==> src/rtl/pos_track_pkg.sv <==
package pos_track_pkg;

    typedef enum logic [1:0] {
        STEP_NONE = 2'd0,
        STEP_INC  = 2'd1,
        STEP_DEC  = 2'd2
    } step_e;

    typedef enum logic [1:0] {
        WR_NONE  = 2'd0,
        WR_PLAIN = 2'd1,
        WR_MASK  = 2'd2
    } write_e;

endpackage

==> src/rtl/ptc_req_arb.sv <==
module ptc_req_arb
    import pos_track_pkg::*;
(
    input  logic   up_i,
    input  logic   dn_i,
    input  logic   wr_i,
    input  logic   clr_i,
    output step_e  step_o,
    output write_e wr_o
);
    always_comb begin
        wr_o   = WR_NONE;
        step_o = STEP_NONE;
        if (wr_i) begin
            // a write discards any step request of the same cycle
            wr_o = clr_i ? WR_MASK : WR_PLAIN;
        end else if (up_i && !dn_i) begin
            step_o = STEP_INC;
        end else if (dn_i && !up_i) begin
            step_o = STEP_DEC;
        end
    end
endmodule

==> src/rtl/ptc_write_merge.sv <==
module ptc_write_merge
    import pos_track_pkg::*;
#(
    parameter int WIDTH = 12
) (
    input  write_e           mode_i,
    input  logic [WIDTH-1:0] cur_i,
    input  logic [WIDTH-1:0] data_i,
    output logic [WIDTH-1:0] res_o
);
    for (genvar b = 0; b < WIDTH; b++) begin : g_bit
        always_comb begin
            unique case (mode_i)
                WR_PLAIN: res_o[b] = data_i[b];
                WR_MASK:  res_o[b] = cur_i[b] & ~data_i[b];
                default:  res_o[b] = cur_i[b];
            endcase
        end
    end
endmodule

==> src/rtl/ptc_dir_sel.sv <==
module ptc_dir_sel
    import pos_track_pkg::*;
(
    input  step_e step_i,
    input  logic  hint_vld_i,
    input  logic  hint_up_i,
    input  logic  cur_i,
    output logic  dir_o
);
    always_comb begin
        unique case (step_i)
            STEP_INC: dir_o = 1'b1;
            STEP_DEC: dir_o = 1'b0;
            default:  dir_o = hint_vld_i ? hint_up_i : cur_i;
        endcase
    end
endmodule

==> src/rtl/pos_track_counter.sv <==
module pos_track_counter
    import pos_track_pkg::*;
#(
    parameter int WIDTH = 12
) (
    input  logic             clk,
    input  logic             rst,
    input  logic             step_up,
    input  logic             step_dn,
    input  logic             load_en,
    input  logic             load_clr,
    input  logic [WIDTH-1:0] load_data,
    input  logic             dir_hint_vld,
    input  logic             dir_hint_up,
    output logic [WIDTH-1:0] count,
    output logic             dir_up,
    output logic             busy
);
    localparam logic [WIDTH-1:0] ONE = WIDTH'(1);

    typedef struct packed {
        logic [WIDTH-1:0] cnt;
        logic             dir;
        logic             bsy;
    } state_t;

    state_t st_d, st_q;

    step_e            step_sel;
    write_e           wr_sel;
    logic [WIDTH-1:0] wr_res;
    logic             dir_nxt;

    ptc_req_arb u_arb (
        .up_i   (step_up),
        .dn_i   (step_dn),
        .wr_i   (load_en),
        .clr_i  (load_clr),
        .step_o (step_sel),
        .wr_o   (wr_sel)
    );

    ptc_write_merge #(.WIDTH(WIDTH)) u_merge (
        .mode_i (wr_sel),
        .cur_i  (st_q.cnt),
        .data_i (load_data),
        .res_o  (wr_res)
    );

    ptc_dir_sel u_dir (
        .step_i     (step_sel),
        .hint_vld_i (dir_hint_vld),
        .hint_up_i  (dir_hint_up),
        .cur_i      (st_q.dir),
        .dir_o      (dir_nxt)
    );

    always_comb begin
        st_d     = st_q;
        st_d.dir = dir_nxt;
        st_d.bsy = 1'b0;
        unique case (step_sel)
            STEP_INC: begin
                st_d.cnt = st_q.cnt + ONE;
                st_d.bsy = 1'b1;
            end
            STEP_DEC: begin
                st_d.cnt = st_q.cnt - ONE;
                st_d.bsy = 1'b1;
            end
            default: st_d.cnt = wr_res;
        endcase
    end

    always_ff @(posedge clk) begin
        if (rst) begin
            st_q <= '{cnt: '0, dir: 1'b1, bsy: 1'b0};
        end else begin
            st_q <= st_d;
        end
    end

    assign count  = st_q.cnt;
    assign dir_up = st_q.dir;
    assign busy   = st_q.bsy;

    // every busy pulse goes with a one-LSB move in the flagged sense
    p_busy_step_r2: assert property (@(posedge clk) disable iff (rst)
        busy |-> ((dir_up && count == $past(count) + ONE) ||
                  (!dir_up && count == $past(count) - ONE)));

    p_cancel_r5: assert property (@(posedge clk) disable iff (rst)
        (step_up && step_dn && !load_en) |=> (!busy && $stable(count) && $stable(dir_up)) || $past(dir_hint_vld));

    p_load_plain_r6: assert property (@(posedge clk) disable iff (rst)
        (load_en && !load_clr) |=> count == $past(load_data));

    p_load_mask_r7: assert property (@(posedge clk) disable iff (rst)
        (load_en && load_clr) |=> count == ($past(count) & ~$past(load_data)));

    p_load_prio_r8: assert property (@(posedge clk) disable iff (rst)
        load_en |=> !busy);

    p_hint_r10: assert property (@(posedge clk) disable iff (rst)
        (dir_hint_vld && !load_en && step_up == step_dn) |=> dir_up == $past(dir_hint_up));

    // a cycle with no request leaves count alone and drops busy
    p_idle_r11: assert property (@(posedge clk) disable iff (rst)
        (!step_up && !step_dn && !load_en) |=> (!busy && $stable(count)));

endmodule

==> config.mk <==
export PLATFORM = sky130hd
export DESIGN_NAME = pos_track_counter
export DESIGN_NICKNAME = d
export VERILOG_FILES = /design/src/rtl/pos_track_pkg.sv /design/src/rtl/ptc_req_arb.sv /design/src/rtl/ptc_write_merge.sv /design/src/rtl/ptc_dir_sel.sv /design/src/rtl/pos_track_counter.sv
export SDC_FILE = /design/constraint.sdc
export NUM_CORES = 1
export LEC_CHECK = 0
export ABC_AREA = 1
export BUFFER_PORTS_ARGS = -buffer_cell sky130_fd_sc_hd__buf_2
export CAP_MARGIN = 20
export CORE_MARGIN = 2
export CORE_UTILIZATION = 54
export CTS_BUF_LIST = sky130_fd_sc_hd__clkbuf_8 sky130_fd_sc_hd__clkbuf_16
export DETAILED_ROUTE_END_ITERATION = 8
export HOLD_SLACK_MARGIN = 0.03
export PLACE_DENSITY = 0.83
export SLEW_MARGIN = 20
export SYNTH_ARGS = -nofsm -noshare
export SYNTH_HDL_FRONTEND = slang
export SYNTH_SLANG_ARGS = --single-unit
==> constraint.sdc <==
create_clock -name clk -period 5.2 [get_ports clk]
set_clock_uncertainty 0.15 [all_clocks]
set_input_delay 0.52 -clock clk [delete_from_list [all_inputs] [get_ports clk]]
set_output_delay 0.52 -clock clk [all_outputs]
set_load 0.005 [all_outputs]
==> impl_results.md, run 1 <==
* Yosys cell types at 28
* Die Width at 57.5 um
* Cell with the most instances after synthesis: nand2_1
* Compound-gate portion of the synthesized area at 0.233
* Syn Std Cell Area at around 1500 um^2
* Worst setup EP type: flop
* Switch share at 0.386
* DR iter-0 viols at 94
* DR pass1 iterations at 4
* Worst setup SP type: primary input
* Arrival time at the worst endpoint at 2.98 ns
* Crit path cell chain: buf_2, inv_1, nand3_1, inv_1, ha_1, nand2_1, inv_1, nor2_2, ha_1, a21oi_1, o21bai_2, nand2_1, nand2_1, nand2_1, nand3_1, a21oi_1
* Fmax achieved at 340 MHz
* Detail Route Antenna Nets at 0
* Synth cell count leaders: nand2_1, inv_1, nor2_1, o21ai_0, nand3_1
* Syn_nets at 297
* Post-synth top flop: dfxtp_1
* Number of core rows at 19
* Comb power frac at 0.357
* Hold Path Class: primary input to flop
* Final net count at roughly 330
* Number of synthesized flops with an enable pin at 0
* #FFs+latches synth at 14
* Slowest stage cell, crit path: ha_1
* GRT Total Usage at 0.279
* Top cells by area, synth: dfxtp_1, nand2_1, inv_1, o21ai_0, nand3_1
* RSZ-0062 raised after global routing: no
* Initial core utilization at 0.565
* Die H at 57.5 um
* Core area at between 2000 and 3000 um^2
* Vias in the first global route at 1636
* Synth Area in Adders at 0.0324
* Worst skew pair latency at 0.25 ns
* Slew @ Worst Pin at 0.783 ns
* Critical path buffers and inverters at 4
* DIE AREA at 3300 um^2
* Outcome: completed
* Area Growth Syn to Fin at 12.5%
* Post-route DRC violation count at 0
* Most frequent CP cell: nand2_1
* DP HPWL at 3280 um
* GR Overflow Total at 0
* Top cell type's share of synthesized area at 0.182
* Share of cells above drive strength 1 at 0.195
* Period utilization at 0.566
* Slew headroom at 0.478
* Largest family of logic cells by synthesized area: simple AND/OR/NAND/NOR gates
* Worst path top cell family by delay: adder cells
* PostCTS Resize Cnt at 0
* Number of inserted diodes at 0
* Final Hold Fails at 0
* Cts hold-fix bufs at 0
* Post-synthesis mux area share at 0
* Initial antenna violation count at 0
* CTS tree: built
* Max Cap Viol at 0
* Total routed wirelength at between 4000 and 5000 um
* Net switching power figure at about 0.14 mW
* I/O Buffers at 33
* Root buf cell: clkbuf_8
* Worst hold slack at 0.351 ns
* Synth Instances at about 270
* Syn_area_per_cell at 5.66 um^2
* Sequential area share after synthesis at 0.182
* Largest net degree at the start of global routing at 23
* Leak at 0.880 nW
* Via count at 1857
* Worst EP required at 5.24 ns
* Xor/xnor share of the synthesized area at 0.00567
* CP peak stage delay at 0.66 ns
* Tmin final at approximately 3 ns
* Routed WL per cell at approximately 13 um
* Sequential cell fraction of total power at 0.375
* Peak VDD IR at between 0.00015 and 0.0002 V
* Final Power at 0.353 mW
* Via/cell ratio at 5.58
* H-tree levels at 1
* Clk sink count at 14
* CTS buffer count at 3
* Pwr/cell area at 203 nW/um^2
* Max Buffers Root-to-Sink at 2
* Synth warn at 0
* M1 wire length at 1960 um
* Met2 wire len at a little under 2000 um
* Final Wtd Congestion at ~0.93
* Final Max Tran Viols at 0
* Cell Area, Placed at 1700 um^2
* WL met3 at 318 um
* I/O Pins at 34
* Post-CTS setup repair buffer count at 0
* DR top layer: met4
* Setup Viol. Count Final at 0
* Clock power share at 0.268
* Cell-internal power at 0.217 mW
* Crit Path Max Fanout at 20
* Asr flop ratio synth at 0
* Design Area, Final at 1740 um^2
* Simple-gate share of the synthesized area at 0.414
* Worst-path clk slew at 0.06 ns
* First-pass GRT wire length at 7300 um
* TNS Setup at 0 ns
* Post-synth top area cell: dfxtp_1
* Kind of critical path: primary input to flop
-- cells in the final DEF (no fill, tap or decap), types with 2 or more instances in the layout --
cell type  count
a21oi_1       19
a31oi_1        4
buf_2         33
clkbuf_8       3
dfxtp_1       14
ha_1           4
inv_1         39
inv_2          2
nand2_1       67
nand2_2        5
nand3_1       24
nand4_1        3
nor2_1        29
nor2_2        10
nor2_4         3
o2111ai_1      3
o211ai_1       3
o21ai_0       29
-- power groups by stage --
stage | Sequential, mW | Clock [mW] | Combinational, mW
after floorplan | 0.132 | 0 | 0.0889
after global placement | 0.134 | 0 | 0.124
after detailed placement | 0.134 | 0 | 0.124
after CTS | 0.132 | 0.0971 | 0.125
after global routing | 0.134 | 0.101 | 0.143
final | 0.133 | 0.0948 | 0.126
-- sequential cells by signal, summed over array words and instances (netlist names) --
register and cells:
busy 1, count 12, dir_up 1
-- cells by family after synthesis --
group / after synthesis
and+or+nand+nor: 143
adders and majority gates: 4
buffers and inverters: 48
AOI/OAI and AO/OA: 63
xor gates and xnor gates: 1
DFF: 14
-- path summary, 6_finish.rpt --
kind | from | to | slack [ns] | depth (start not counted)
hold reg to reg | dir_up | dir_up | 0.36 | 2
setup reg to reg | count[1] | count[6] | 3.25 | 11
hold / removal | rst | busy | 0.35 | 2
setup / recovery | load_en | count[6] | 2.26 | 16
-- metal layers --
metal,global-route usage,vias up
li1,-,953
met1,0.405,818
met2,0.407,79
met3,0.0272,7
met4,0.143,0
met5,0,-
-- final cells by class --
class / count / area, um^2
Multi-Input combinational cell: 211 / 1060
Clock buffer: 3 / 41.3
Sequential cell: 14 / 280
Inverter: 41 / 154
Fill cell: 269 / 997
Timing Repair Buffer: 33 / 165
Tap cell: 31 / 38.8
-- per-stage QoR --
stage	utilization	instances	setup WS [ns]
6_report	0.635	333	2.26
5_1_grt	0.635	333	2.02
4_1_cts	0.635	333	2.29
3_5_place_dp	0.620	330	2.02
3_3_place_gp	0.620	330	2.10
2_1_floorplan	-	273	2.69
Power figures use the tool's default switching activity.
==> run 2, diff against run 1 <==
clock period = 2.8 ns   (was 5.2 ns; I/O delays follow)
==> run 2 against run 1 <==
Setup slack got worse by 1.8 ns. Hold slack worse by 0.25 ns. Clock power grew 85%. Final area up 0.86%. Die area unchanged. First-iteration DRC count is 15% lower. Largest power group unchanged.
==> impl_results.md, run 2 (synthesis results as in run 1) <==
* Final net count at 330 (+0.61%)
* Arrival time at the worst endpoint at 2.27 ns (-0.71 ns)
* Cts hold-fix bufs at 0 (unchanged)
* Worst skew pair latency at 0.25 ns (about the same)
* Crit path cell chain: buf_2, nor3_1, inv_1, ha_1, buf_4, nand2_1, inv_1, nor2_2, nand2_2, nor2_2, nand3_1, nand3_1, nand2_1, nand3_1, a21oi_1
* Core area at 2730 um^2 (unchanged)
* Number of core rows at 19 (unchanged)
* Hold Path Depth at 2 (unchanged)
* Crit. path cell count at 15 (-1)
* Worst path top cell family by delay: simple AND/OR/NAND/NOR gates
* Slowest stage cell, crit path: ha_1
* Clock power share at 0.266 (-0.002)
* Detail Route Antenna Nets at 0 (unchanged)
* Setup Viol. Count Final at 0 (unchanged)
* Slew headroom at 0.608 (+0.130)
* DP HPWL at 3340 um (+1.7%)
* CTS buffer count at 3 (unchanged)
* Final Hold Fails at 0 (unchanged)
* Clk sink count at 14 (unchanged)
* Dpl ws at 0.285 ns (-1.74 ns)
* First-pass GRT wire length at 7270 um (-0.48%)
* Vias in the first global route at 1627 (-0.55%)
* Final Max Tran Viols at 0 (unchanged)
* Root buf cell: clkbuf_8
* Sequential cell fraction of total power at 0.371 (-0.004)
* Reg-to-Reg Start: count[1]
* DR pass1 iterations at 4 (unchanged)
* Net switching power figure at 0.255 mW (+87%)
* CP peak stage delay at 0.33 ns (-0.33 ns)
* Worst reg2reg path depth at 11 (unchanged)
* RSZ-0062 raised after global routing: no
* Comb power frac at 0.363 (+0.006)
* Most frequent CP cell: nand3_1
* Post-route DRC violation count at 0 (unchanged)
* Number of inserted diodes at 0 (unchanged)
* Layout Utilization at 0.641 (+0.00549)
* Peak VDD IR at 0.000264 V (+52%)
* Initial antenna violation count at 0 (unchanged)
* Hold Path Class: primary input to flop
* Crit Path Max Fanout at 12 (-40%)
* H-tree levels at 1 (unchanged)
* Kind of critical path: primary input to flop
* Area Growth Syn to Fin at 13.5%
* I/O Pins at 34 (unchanged)
* Max reg flops at 12 (unchanged)
* Slew @ Worst Pin at 0.587 ns (-0.196 ns)
* Most frequent cells in the layout: nand2_1, inv_1, buf_2
* Share of cells above drive strength 1 at 0.201 (+0.00529)
* Worst-path clk slew at 0.07 ns (about the same)
* Hold path startpoint: rst
* Leak at 0.891 nW (+1.2%)
* Critical path origin: load_en
* Die H at 57.5 um (unchanged)
* GRT Total Usage at 0.278 (-0.00106)
* Worst setup SP type: primary input
* Worst EP required at 2.78 ns (-2.46 ns)
* Initial core utilization at 0.565 (unchanged)
* Total routed wirelength at 4350 um (+1.1%)
* DIE AREA at 3300 um^2 (unchanged)
* Final Wtd Congestion at 0.933 (+0.17%)
* Via/cell ratio at 5.50 (-1.4%)
* Pwr/cell area at 376 nW/um^2 (+85%)
* Max Buffers Root-to-Sink at 2 (unchanged)
* Worst setup margin at 0.508 ns (-1.75 ns)
* PostCTS Resize Cnt at 0 (unchanged)
* Period utilization at 0.819
* Cell-internal power at 0.405 mW (+87%)
* Tmin final at 2.29 ns
* Outcome: completed
* Critical path buffers and inverters at 4 (unchanged)
* Switch share at 0.386 (about the same)
* Post-CTS setup repair buffer count at 0 (unchanged)
* Die Width at 57.5 um (unchanged)
* Worst setup EP type: flop
* I/O Buffers at 33 (unchanged)
* GR Overflow Total at 0 (unchanged)
* TNS Setup at 0 ns (unchanged)
* Max Cap Viol at 0 (unchanged)
* DR iter-0 viols at 80 (-15%)
* Most common cell after layout, fill and taps aside: nand2_1
* Via count at 1842 (-0.81%)
* Largest net degree at the start of global routing at 23 (unchanged)
* Final Power at 0.659 mW (+87%)
* Routed WL per cell at 13.0 um (+0.54%)
* Fmax achieved at about 440 MHz
* CTS tree: built
-- run 2: layout make-up --
type                    instances  area, um^2
inverters                      41         154
flip-flops and latches         14         280
well taps                      31        38.8
fillers                       250         982
clock buffers                   3        41.3
multi-input cells             211        1060
repair buffers                 35         180
-- run 2: layer usage --
layer / track usage / vias to the layer above / share of wire
met5: 0 / - / 0
met4: 0.0698 / 0 / 0.013
met3: 0.0385 / 6 / 0.095
met2: 0.438 / 75 / 0.44
met1: 0.399 / 805 / 0.45
li1: - / 956 / -
-- run 2: worst paths after layout --
path / to / slack, ns
worst max register to register: count[6] / 0.94
worst min-delay path: busy / 0.11
worst min register to register: dir_up / 0.36
worst max-delay path: count[11] / 0.51
-- run 2: metrics by stage --
step | cell area (um^2) | hold slack, ns | instances
floorplan | 1540 | 0.197 | 273
global placement | 1710 | 0.338 | 332
detailed placement | 1710 | 0.345 | 332
CTS | 1750 | 0.105 | 335
global route | 1750 | 0.109 | 335
finish | 1750 | 0.106 | 335
-- run 2: power by group through the flow --
stage                     registers (mW)  logic [mW]  clock network [mW]
after detailed placement           0.248       0.235                   0
after CTS                          0.244       0.237               0.174
final                              0.245       0.239               0.175
after floorplan                    0.245       0.165                   0
after global routing               0.247       0.270               0.181
after global placement             0.248       0.234                   0
==> run 3, diff against run 2 <==
ABC_AREA = 0   (was 1)
CORE_UTILIZATION = 49   (was 54)
PLACE_DENSITY = 0.8   (was 0.83)
clock period = 1.98 ns   (was 2.8 ns; I/O delays follow)
==> run 3 against run 2 <==
The run now ends with negative setup slack left. Area after synthesis decreased by 3.1%. Core utilization increased by 13 points. Sequential power grew 45%. Flip-flop and latch count unchanged. Non-clock buffer count grew 48. Setup slack worse by 0.85 ns. Routed wire length up 47%. Synthesized cell count down 28%. Hold slack got worse by 0.037 ns. Clock-buffer cell count unchanged. Combinational power is 93% higher.
==> impl_results.md, run 3 <==
* Tmin final at 2.32 ns
* Reg-to-Reg Start: count[1]
* Synth cell count leaders: o21ai_0, dfxtp_1, nand2_1
* Share of cells above drive strength 1 at 0.453 (+0.253)
* Kind of critical path: primary input to flop
* DR iter-0 viols at 124 (+55%)
* R2R Setup Slk at -0.21 ns (-1.15 ns)
* Detail Route Antenna Nets at 0 (unchanged)
* Die Width at 59.3 um (+3.1%)
* Initial core utilization at 0.503 (-0.0622)
* Critical path origin: load_en
* Synth Instances at 197 (-28%)
* Worst EP required at 1.97 ns (-0.81 ns)
* Footprint of the multi-input gates at 1320 um^2 (+25%)
* CTS buffer count at 3 (unchanged)
* Post-Layout Cell Count at 300 (-10%)
* Most common cell after layout, fill and taps aside: buf_4
* Core area at 2980 um^2 (+8.9%)
* Via count at 1939 (+5.3%)
* Crit Path Max Fanout at 3 (-9)
* Final Max Tran Viols at 0 (unchanged)
* Synth warn at 0 (unchanged)
* Most frequent cells in the layout: buf_4, buf_2, o21ai_0
* Slowest stage cell, crit path: or4_4
* Syn_nets at 221 (-26%)
* Yosys cell types at 58 (+110%)
* Pwr/cell area at 472 nW/um^2 (+25%)
* Worst setup SP type: primary input
* Top cells by area, synth: dfxtp_1, o21ai_0, xnor2_1, xor2_1, a21oi_1
* Most frequent CP cell: ha_4
* Slew headroom at 0.625 (+0.0169)
* I/O Buffers at 33 (unchanged)
* #FFs+latches synth at 14 (unchanged)
* Worst-path clk slew at 0.07 ns (about the same)
* Worst setup EP type: flop
* Violated checks: negative setup slack
* Worst Hold End: dir_up
* Asr flop ratio synth at 0 (unchanged)
* Placed insts at 283 (-15%)
* Final Hold Fails at 0 (unchanged)
* Crit path cell chain: buf_8, nor3_4, inv_2, ha_4, xor2_2, ha_4, o22ai_4, buf_4, or4_4, o21ai_4, xnor2_2, a211oi_2
* Clk sink count at 14 (unchanged)
* Number of inserted diodes at 0 (unchanged)
* Final net count at 293 (-11%)
* Vias in the first global route at 1859 (+14%)
* Via/cell ratio at 6.46 (+18%)
* Hold Path Class: primary input to flop
* Worst setup margin at -0.339 ns (-0.847 ns)
* Total routed wirelength at 6400 um (+47%)
* Routed WL per cell at 21.3 um (+64%)
* Final Wtd Congestion at 0.875 (-6.3%)
* Slew @ Worst Pin at 0.562 ns (-0.0255 ns)
* DIE AREA at 3510 um^2 (+6.3%)
* Setup Viol. Count Final at 8 (+8)
* Register area at 280 um^2 (unchanged)
* Area Growth Syn to Fin at 52.5%
* Worst hold slack at 0.0687 ns (-0.0371 ns)
* CP peak stage delay at 0.46 ns (+0.13 ns)
* Post-synth top flop: dfxtp_1
* RSZ-0062 raised after global routing: yes
* Outcome: finished with violations
* Root buf cell: clkbuf_8
* Dpl ws at -0.525 ns (-0.810 ns)
* Cell with the most instances after synthesis: o21ai_0
* Syn_area_per_cell at 7.60 um^2 (+34%)
* Sequential area share after synthesis at 0.187 (+0.00577)
* Number of synthesized flops with an enable pin at 0 (unchanged)
* DP HPWL at 3420 um (+2.7%)
* Leak at 0.960 nW (+7.8%)
* Reg-to-reg critical path endpoint: count[8]
* First-pass GRT wire length at 8600 um (+18%)
* Worst reg2reg path depth at 8 (-3)
* I/O Pins at 34 (unchanged)
* Period utilization at 1.17
* Peak VDD IR at 0.000388 V (+47%)
* Max Cap Viol at 0 (unchanged)
* Hold Path Depth at 3 (+1)
* DR pass1 iterations at 5 (+1)
* Max reg flops at 12 (unchanged)
* Arrival time at the worst endpoint at 2.31 ns (+0.04 ns)
* Initial antenna violation count at 0 (unchanged)
* Number of core rows at 20 (+1)
* GRT Total Usage at 0.329 (+0.0512)
* Fmax achieved at between 400 and 500 MHz
* Worst skew pair latency at 0.26 ns (about the same)
* Filler Cell Count at 187 (-25%)
* CTS tree: built
* Top cell type's share of synthesized area at 0.187 (+0.00577)
* Post-synth top area cell: dfxtp_1
* Max Buffers Root-to-Sink at 2 (unchanged)
* Syn Std Cell Area at 1500 um^2 (-3.1%)
* Die H at 59.3 um (+3.1%)
* GR Overflow Total at 0 (unchanged)
* Hold path startpoint: dir_hint_vld
* H-tree levels at 1 (unchanged)
* Post-route DRC violation count at 0 (unchanged)
* Largest net degree at the start of global routing at 21 (-8.7%)
-- run 3: layer usage --
layer  wire length [um]  global-route usage  share of wire  vias to the layer above
li1                   -                   -              -                      872
met1               2380               0.381           0.37                      888
met2               3130               0.543           0.49                      139
met3                480              0.0742          0.075                       40
met4                399               0.208          0.062                        0
met5                  0                   0              0                        -
-- run 3: final cells by class --
| class | instances | area share |
|---|---|---|
| clock buffer | 3 | 0.0181 |
| inverter | 7 | 0.0126 |
| multi-input combinational | 160 | 0.578 |
| sequential | 14 | 0.123 |
| tap | 33 | 0.0181 |
| timing repair buffer | 83 | 0.251 |
-- run 3: logic make-up after synthesis --
kind of cell | share of synthesized area
DFF | 0.187
and+or+nand+nor | 0.286
xor gates and xnor gates | 0.0936
buffers and inverters | 0.0719
AOI/OAI and AO/OA | 0.314
muxes | 0.0142
adders and majority gates | 0.0334
-- run 3: worst max-delay path by stage --
stage               endpoint  slack [ns]  depth (start not counted)
CTS                 count[6]       -0.15                         12
global route        count[8]       -0.38                         13
floorplan           count[6]       -0.80                         14
detailed placement  count[6]       -0.53                         11
finish              count[8]       -0.34                         12
global placement    count[6]       -0.46                         11
-- run 3: critical path, delay by kind of cell --
kind,cells,cell delay (ns)
adders and majority gates,2,0.38
xor gates and xnor gates,2,0.33
AOI/OAI and AO/OA,3,0.37
buffers and inverters,3,0.35
and+or+nand+nor,2,0.69
-- run 3: what timing repair did --
action                                  in CTS  in global routing
hold buffers                                 0                  0
endpoints found under the setup margin       7                  8
pin swaps                                    7                  8
setup buffers                                9                  5
gates resized for setup                     16                 22
-- run 3: report_power, final --
group	total (mW)	internal [mW]	switching, mW
combinational	0.462	0.224	0.239
sequential	0.356	0.307	0.0491
clock	0.258	0.136	0.123
-- run 3: per-stage QoR --
step                TNS (ns)  power (mW)  area (um^2)   util
finish                 -1.79        1.08         2280  0.766
detailed placement     -3.12       0.710         1940  0.653
global placement       -2.73       0.702         1940  0.653
floorplan              -2.83       0.577         1580      -
global route           -2.18        1.11         2280  0.766
CTS                   -0.621       0.982         2110  0.709
